<file path="config.mk">
export PLATFORM = sky130hd
export DESIGN_NAME = tdm_rx_deser
export DESIGN_NICKNAME = d
export VERILOG_FILES = /design/src/rtl/tdmrx_pkg.sv /design/src/rtl/tdmrx_regs.sv /design/src/rtl/tdmrx_seq.sv /design/src/rtl/tdmrx_framer.sv /design/src/rtl/tdmrx_packer.sv /design/src/rtl/tdm_rx_deser.sv
export SDC_FILE = /design/constraint.sdc
export NUM_CORES = 1
export LEC_CHECK = 0
export CORE_UTILIZATION = 40
export CTS_CLUSTER_DIAMETER = 200
export DETAILED_ROUTE_END_ITERATION = 8
export DONT_BUFFER_PORTS = 1
export SETUP_SLACK_MARGIN = 0.4
export SLEW_MARGIN = 40
export SYNTH_ARGS = -nofsm -noshare
export SYNTH_HDL_FRONTEND = slang
export SYNTH_HIERARCHICAL = 1
export SYNTH_SLANG_ARGS = --single-unit
</file>
<file path="constraint.sdc">
create_clock -name clk -period 12.4 [get_ports clk]
set_input_delay 0.62 -clock clk [delete_from_list [all_inputs] [get_ports clk]]
set_output_delay 0.62 -clock clk [all_outputs]
set_load 0.05 [all_outputs]
</file>
<file path="src/rtl/tdmrx_pkg.sv">
package tdmrx_pkg;
  // control word bit positions
  localparam int B_RUN   = 31;
  localparam int B_TWOPH = 30;
  localparam int B_ORSTN = 29;
  localparam int B_IRSTN = 28;
  localparam int B_INV   = 25;
  localparam int F_LANE  = 20;
  localparam int F_SKEW  = 16;
  localparam int B_LSBF  = 5;

  // word indexes (byte address / 4)
  localparam logic [3:0] IX_CTRL  = 4'd0;
  localparam logic [3:0] IX_MAP   = 4'd1;
  localparam logic [3:0] IX_EMASK = 4'd2;
  localparam logic [3:0] IX_STAT  = 4'd6;
  localparam logic [3:0] IX_MVAL  = 4'd7;
  localparam logic [3:0] IX_MMASK = 4'd8;

  localparam logic [31:0] MAP_IDENT = 32'h7654_3210;

  typedef enum logic [1:0] {SQ_IDLE, SQ_BOTH, SQ_OUTREL, SQ_ARMED} seq_e;

  // lower eight lane names go through the map word, upper eight are direct
  function automatic logic [3:0] lane_of(input logic [31:0] map, input logic [3:0] name);
    if (name[3]) return name;
    return map[{name[2:0], 2'b00} +: 4];
  endfunction

  // bit position in the output word for the k-th received bit
  function automatic logic [4:0] place_of(input logic [4:0] k, input logic lsbf);
    return lsbf ? k : 5'd31 - k;
  endfunction
endpackage

</file>
<file path="src/rtl/tdmrx_regs.sv">
module tdmrx_regs
  import tdmrx_pkg::*;
#(
  parameter int MASK_WORDS = 4,
  localparam int MBITS = 32 * MASK_WORDS
) (
  input  logic             clk,
  input  logic             rst_n,
  input  logic             we,
  input  logic [3:0]       idx,
  input  logic [31:0]      wdata,
  input  logic             armed,
  output logic [31:0]      ctrl,
  output logic [31:0]      lmap,
  output logic [MBITS-1:0] emask,
  output logic [MBITS-1:0] mmask,
  output logic [31:0]      mval,
  output logic [31:0]      rdata
);
  always_ff @(posedge clk or negedge rst_n) begin
    if (!rst_n) begin
      ctrl  <= '0;
      lmap  <= MAP_IDENT;
      emask <= '0;
      mmask <= '0;
      mval  <= '0;
    end else if (we) begin
      if (idx == IX_CTRL) ctrl <= wdata;
      if (idx == IX_MAP)  lmap <= wdata;
      if (idx == IX_MVAL) mval <= wdata;
      for (int k = 0; k < MASK_WORDS; k++) begin
        if (idx == IX_EMASK + 4'(k)) emask[32*k +: 32] <= wdata;
        if (idx == IX_MMASK + 4'(k)) mmask[32*k +: 32] <= wdata;
      end
    end
  end

  always_comb begin
    rdata = '0;
    if (idx == IX_CTRL) rdata = ctrl;
    if (idx == IX_MAP)  rdata = lmap;
    if (idx == IX_MVAL) rdata = mval;
    if (idx == IX_STAT) rdata = {31'd0, armed};
    for (int k = 0; k < MASK_WORDS; k++) begin
      if (idx == IX_EMASK + 4'(k)) rdata = emask[32*k +: 32];
      if (idx == IX_MMASK + 4'(k)) rdata = mmask[32*k +: 32];
    end
  end
endmodule

</file>
<file path="src/rtl/tdmrx_seq.sv">
module tdmrx_seq
  import tdmrx_pkg::*;
(
  input  logic clk,
  input  logic rst_n,
  input  logic orst_n,
  input  logic irst_n,
  output logic armed
);
  seq_e st, st_nx;

  always_comb begin
    st_nx = SQ_IDLE;
    if (!orst_n && !irst_n) st_nx = SQ_BOTH;
    else begin
      unique case (st)
        SQ_BOTH:   st_nx = (orst_n && !irst_n) ? SQ_OUTREL : SQ_IDLE;
        SQ_OUTREL: st_nx = !orst_n ? SQ_IDLE : (irst_n ? SQ_ARMED : SQ_OUTREL);
        SQ_ARMED:  st_nx = (orst_n && irst_n) ? SQ_ARMED : SQ_IDLE;
        default:   st_nx = SQ_IDLE;
      endcase
    end
  end

  always_ff @(posedge clk or negedge rst_n) begin
    if (!rst_n) st <= SQ_IDLE;
    else        st <= st_nx;
  end

  assign armed = (st == SQ_ARMED);
endmodule

</file>
<file path="src/rtl/tdmrx_framer.sv">
module tdmrx_framer #(
  parameter int SLOT_W = 7
) (
  input  logic              clk,
  input  logic              rst_n,
  input  logic              clear,
  input  logic              ws_in,
  input  logic              inv,
  input  logic              twoph,
  input  logic [2:0]        skew,
  input  logic [4:0]        width_m1,
  output logic              take,
  output logic              first,
  output logic [4:0]        pos,
  output logic [SLOT_W-1:0] slot,
  output logic              last,
  output logic              fedge
);
  logic              ws_prev, waiting, running;
  logic [2:0]        wcnt;
  logic [4:0]        bcnt;
  logic [SLOT_W-1:0] scnt;
  logic              frm, edge_raw;

  assign frm      = ws_in ^ inv;
  assign edge_raw = twoph ? (frm ^ ws_prev) : (frm & ~ws_prev);
  assign fedge    = !clear && edge_raw;
  assign first    = !clear && ((edge_raw && skew == 3'd0) ||
                               (!edge_raw && waiting && wcnt == 3'd0));
  assign take     = first || (!clear && !edge_raw && running);
  assign pos      = first ? 5'd0 : bcnt;
  assign slot     = first ? '0 : scnt;
  assign last     = (pos == width_m1);

  always_ff @(posedge clk or negedge rst_n) begin
    if (!rst_n) begin
      ws_prev <= 1'b0;
      waiting <= 1'b0;
      running <= 1'b0;
      wcnt    <= '0;
      bcnt    <= '0;
      scnt    <= '0;
    end else begin
      ws_prev <= frm;
      if (clear) begin
        waiting <= 1'b0;
        running <= 1'b0;
        bcnt    <= '0;
        scnt    <= '0;
      end else begin
        if (edge_raw) begin
          running <= (skew == 3'd0);
          waiting <= (skew != 3'd0);
          wcnt    <= skew - 3'd1;
        end else if (waiting && wcnt != 3'd0) begin
          wcnt <= wcnt - 3'd1;
        end else if (waiting) begin
          waiting <= 1'b0;
          running <= 1'b1;
        end
        if (take) begin
          bcnt <= last ? 5'd0 : pos + 5'd1;
          scnt <= last ? slot + 1'b1 : slot;
        end
      end
    end
  end
endmodule

</file>
<file path="src/rtl/tdmrx_packer.sv">
module tdmrx_packer
  import tdmrx_pkg::*;
#(
  parameter int SLOT_W = 7
) (
  input  logic              clk,
  input  logic              rst_n,
  input  logic              clear,
  input  logic              take,
  input  logic [4:0]        pos,
  input  logic [SLOT_W-1:0] slot,
  input  logic              last,
  input  logic              din,
  input  logic              lsbf,
  input  logic              chan_en,
  input  logic              mute_en,
  input  logic [31:0]       mval,
  output logic              out_valid,
  output logic [31:0]       out_data,
  output logic [SLOT_W-1:0] out_slot
);
  logic [31:0] acc, word_nx;

  assign word_nx = ((pos == 5'd0) ? 32'd0 : acc) |
                   (32'(din) << place_of(pos, lsbf));

  always_ff @(posedge clk or negedge rst_n) begin
    if (!rst_n) begin
      acc       <= '0;
      out_valid <= 1'b0;
      out_data  <= '0;
      out_slot  <= '0;
    end else if (clear) begin
      acc       <= '0;
      out_valid <= 1'b0;
      out_data  <= '0;
      out_slot  <= '0;
    end else begin
      out_valid <= take && last && chan_en;
      if (take) acc <= word_nx;
      if (take && last && chan_en) begin
        out_data <= mute_en ? mval : word_nx;
        out_slot <= slot;
      end
    end
  end
endmodule

</file>
<file path="src/rtl/tdm_rx_deser.sv">
module tdm_rx_deser
  import tdmrx_pkg::*;
#(
  parameter int N_LANES    = 16,
  parameter int MASK_WORDS = 4,
  localparam int LANE_W = $clog2(N_LANES),
  localparam int SLOT_W = $clog2(32 * MASK_WORDS),
  localparam int MBITS  = 32 * MASK_WORDS
) (
  input  logic               clk,
  input  logic               rst_n,
  input  logic               reg_we,
  input  logic [5:2]         reg_addr,
  input  logic [31:0]        reg_wdata,
  output logic [31:0]        reg_rdata,
  input  logic               ws_in,
  input  logic [N_LANES-1:0] lanes_in,
  output logic               out_valid,
  output logic [31:0]        out_data,
  output logic [SLOT_W-1:0]  out_slot
);
  logic [31:0]       ctrl, lmap, mval;
  logic [MBITS-1:0]  emask, mmask;
  logic              armed, active, din;
  logic [3:0]        lane_phys;
  logic              fr_take, fr_first, fr_last, fr_edge;
  logic [4:0]        fr_pos;
  logic [SLOT_W-1:0] fr_slot;
  logic              chan_en, mute_en;

  tdmrx_regs #(.MASK_WORDS(MASK_WORDS)) u_regs (
    .clk(clk), .rst_n(rst_n), .we(reg_we), .idx(reg_addr), .wdata(reg_wdata),
    .armed(armed), .ctrl(ctrl), .lmap(lmap), .emask(emask), .mmask(mmask),
    .mval(mval), .rdata(reg_rdata)
  );

  tdmrx_seq u_seq (
    .clk(clk), .rst_n(rst_n), .orst_n(ctrl[B_ORSTN]), .irst_n(ctrl[B_IRSTN]),
    .armed(armed)
  );

  assign active    = armed && ctrl[B_RUN];
  assign lane_phys = lane_of(lmap, ctrl[F_LANE +: 4]);
  assign din       = lanes_in[lane_phys[LANE_W-1:0]];

  tdmrx_framer #(.SLOT_W(SLOT_W)) u_framer (
    .clk(clk), .rst_n(rst_n), .clear(!active), .ws_in(ws_in),
    .inv(ctrl[B_INV]), .twoph(ctrl[B_TWOPH]), .skew(ctrl[F_SKEW +: 3]),
    .width_m1(ctrl[4:0]), .take(fr_take), .first(fr_first), .pos(fr_pos),
    .slot(fr_slot), .last(fr_last), .fedge(fr_edge)
  );

  assign chan_en = emask[fr_slot];
  assign mute_en = mmask[fr_slot];

  tdmrx_packer #(.SLOT_W(SLOT_W)) u_packer (
    .clk(clk), .rst_n(rst_n), .clear(!ctrl[B_ORSTN]), .take(fr_take),
    .pos(fr_pos), .slot(fr_slot), .last(fr_last), .din(din),
    .lsbf(ctrl[B_LSBF]), .chan_en(chan_en), .mute_en(mute_en), .mval(mval),
    .out_valid(out_valid), .out_data(out_data), .out_slot(out_slot)
  );
endmodule

</file>
==> results.yml <==
run_status:
  status: "finished, final reports clean"
timing:
  fin_skew_ns: 0.0225
  hold_violations: 0
  relSlewSlack_pct: 39.5
  finalMaxSlewViolations: 0
  clock.fmax_mhz: 157
  rsz0062_at_grt: "no"
  setup_viol: 0
  worst_slack_ns: 6.05
  post-route-period-util_pct: 51.2
  worst_pin_slew_ns: 0.908
  tns_ns: 0
  post-route-min-period_ns: 6.35
clocking:
  h-tree-depth: 2
  numCtsBuffers: 48
  clkTransAtPathRegs_ns: 0.06
  clk_latency_ns: 0.61
  cts-root-buf: "clkbuf_16"
  cts_num_sinks: 444
  post_cts_buffers: 0
  cts_buffer_depth: 3
  cts_tree: "done"
synthesis:
  yosysTopAreaCellShare_pct: 44.0
  synthFlopType: "dfrtp_1"
  async_flop_share_pct: 100
  syn-num-nets: 2184
  post-synth-top-count-cell: "dfrtp_1"
  synth_seq_cells: 444
  synth-seq-area-share_pct: 45.3
  synthesis.area_mm2: 0.0246
  synth.distinct_cells: 99
  synthCells: 2123
  ys_warn_count: 6
  synth_top_cells_by_area: "dfrtp_1 (44%), mux2_2 (15%), mux4_2 (7.5%), a221oi_1 (2.8%), o21ai_0 (2.5%)"
  synth-edff-count: 0
  syn_area_per_cell_um2: 11.6
  yosys-top-cells-count: "dfrtp_1 (432), mux2_2 (319), o21ai_0 (122), a21oi_1 (100), clkbuf_1 (99)"
  synth.largest_area_cell: "dfrtp_1"
setup_path:
  startpoint_type: "register"
  max_stage_delay_ns: 0.60
  critPathKind: "register to register"
  required_ns: 12.85
  critPathCaptureType: "register"
  path_delay_family: "buffers and inverters"
  critPathBufInv: 4
  crit_chain: "xor2_1 > ha_1 > nor2b_4 > o211ai_2 > and2_1 > nand2_1 > inv_4 > buf_6 > mux4_2 > mux4_2 > a22oi_1 > nand4_1 > buf_4 > inv_1 > nor3_1 > a22oi_1 > o21ai_0"
  worst_ep_arrival_time_ns: 6.80
  cp_slowest_cell: "inv_1"
  cp_max_fo: 46
die:
  die-area_mm2: 0.0625
  die-width_um: 250
  initial_core_util_pct: 40.6
  core_mm2: 0.0606
  die_h_um: 250
  ios: 128
  row_count: 90
placed_design:
  dp.cells: 2741
  place_hpwl_um: 59100
  gp_congestion: 1.00
  pre_cts_ws_ns: 5.75
  io_buffers: 0
pwr:
  p_per_area_mw_per_mm2: 173
  leakage_nw: 10.7
  peakVddDrop_uv: 120
  p_total_mw: 4.67
min_path:
  hold_class: "input pin to register"
finish:
  syn_to_final_growth_pct: 9.65
  instances_no_fill: 2837
  nNetsFinal: 2077
  nFillCells: 5532
  fin_util_pct: 44.5
  drive_above_1_share_pct: 30.8
  diodes: 0
route:
  routedWlPerCell_um: 30.3
  vias_per_cell: 6.74
  routed_wl_um: 86000
  ant_nets: 0
  drtIter0Drc: 2444
  num_vias: 19130
  drc: 0
  dr.pass1.iters: 6
global_routing:
  grt_pass1_vias: 18614
  grt_pass1_wl_um: 128000
  grt_util_all_layers_pct: 27.2
  overflow: 0
  grt_max_degree: 440
  antenna_found_initial: 5
job:
  cap_violations: 0
==> cells by family after synthesis <==
| logic type | count (synthesis) | share of synthesized area [%] |
|---|---|---|
| AO/OA/AOI/OAI | 612 | 16.8 |
| adder cells (fa/ha/maj) | 5 | 0.254 |
| XOR/XNOR | 2 | 0.148 |
| buffers and inverters | 244 | 4.72 |
| multiplexers | 459 | 24.9 |
| flip-flops | 444 | 45.3 |
| AND/OR/NAND/NOR | 357 | 7.91 |
==> cells in the final DEF, fill, tap and decap left out, types with 28 or more instances in the layout <==
cell	synthesis	routed
o22ai_1	65	65
o21ai_1	49	41
nand3_1	46	45
clkbuf_16	0	49
o221ai_1	28	28
a22oi_1	30	30
buf_4	23	54
nand2_1	90	88
o21a_1	32	32
mux2_2	319	319
dfrtp_1	432	432
a221oi_1	78	78
mux4_2	82	82
a21oi_1	100	99
nor2_1	87	79
mux2_1	35	35
o21ai_0	122	121
==> state kept, by name, indices dropped and copies added (netlist names) <==
| name | cells |
|---|---|
| u_framer/ws_prev | 1 |
| u_regs/mmask | 128 |
| u_packer/out_data | 32 |
| u_framer/wcnt | 3 |
| u_framer/scnt | 7 |
| u_regs/mval | 32 |
| u_packer/out_slot | 7 |
| u_seq/st | 2 |
| u_packer/acc | 32 |
| u_framer/running | 1 |
| u_packer/out_valid | 1 |
| u_framer/waiting | 1 |
| u_framer/bcnt | 5 |
| u_regs/ctrl | 32 |
| u_regs/emask | 128 |
| u_regs/lmap | 32 |
==> layout make-up <==
cell class	instances	area (µm²)	share of cell area [%]
inverters	24	92.6	0.343
repair buffers	63	589	2.19
clock buffers	72	1470	5.46
well taps	782	978	3.63
clock inverters	17	295	1.10
flip-flops and latches	444	11100	41.3
multi-input cells	1435	12400	46.0
==> power by group <==
| group | leakage, nW | internal (mW) | switching, mW | total (mW) |
|---|---|---|---|---|
| logic | 4.23 | 0.476 | 0.516 | 0.992 |
| clock network | 0.873 | 0.985 | 0.620 | 1.61 |
| registers | 5.56 | 1.73 | 0.338 | 2.07 |
==> worst reg2reg max path, cell delays in order, from the launching register on <==
cell	delay, ns
dfrtp_1	0.40
xor2_1	0.20
ha_1	0.35
nor2b_4	0.06
o211ai_2	0.52
and2_1	0.30
nand2_1	0.13
inv_4	0.38
buf_6	0.60
mux4_2	0.63
mux4_2	0.49
a22oi_1	0.21
nand4_1	0.30
buf_4	0.33
inv_1	0.61
nor3_1	0.30
a22oi_1	0.26
o21ai_0	0.15
==> layer usage <==
layer / global-route usage, % / share of wire, % / vias up
li1: - / - / 7953
met1: 36.3 / 40 / 9850
met2: 40.9 / 45 / 1120
met3: 7.99 / 11 / 205
met4: 11.6 / 4.4 / 2
met5: 0 / 0.010 / -
==> timing repair <==
item	in CTS	in global routing
endpoints found under the hold margin	439	19
gates resized for setup	0	0
hold buffers	2	1
==> metrics by stage <==
step,instance area (µm²),hold slack [ns]
2_1_floorplan,24600,0.324
5_1_grt,27000,0.148
3_3_place_gp,25000,0.357
4_1_cts,26800,0.127
3_5_place_dp,25000,0.359
6_report,27000,0.153
==> worst paths after layout <==
kind                                   from               endpoint  slack [ns]  cells after the start
max                         u_regs/ctrl[25]  u_packer/out_data[12]        6.05                     17
min                           reg_wdata[16]      u_regs/mmask[112]        0.15                      1
max reg2reg                 u_regs/ctrl[25]  u_packer/out_data[12]        6.05                     17
min reg2reg                u_framer/scnt[3]       u_framer/scnt[3]        0.47                      1
max in group asynchronous             rst_n       u_regs/emask[78]       10.55                      4
min in group asynchronous             rst_n       u_framer/bcnt[2]        0.50                      2
Power figures use the tool's default switching activity.
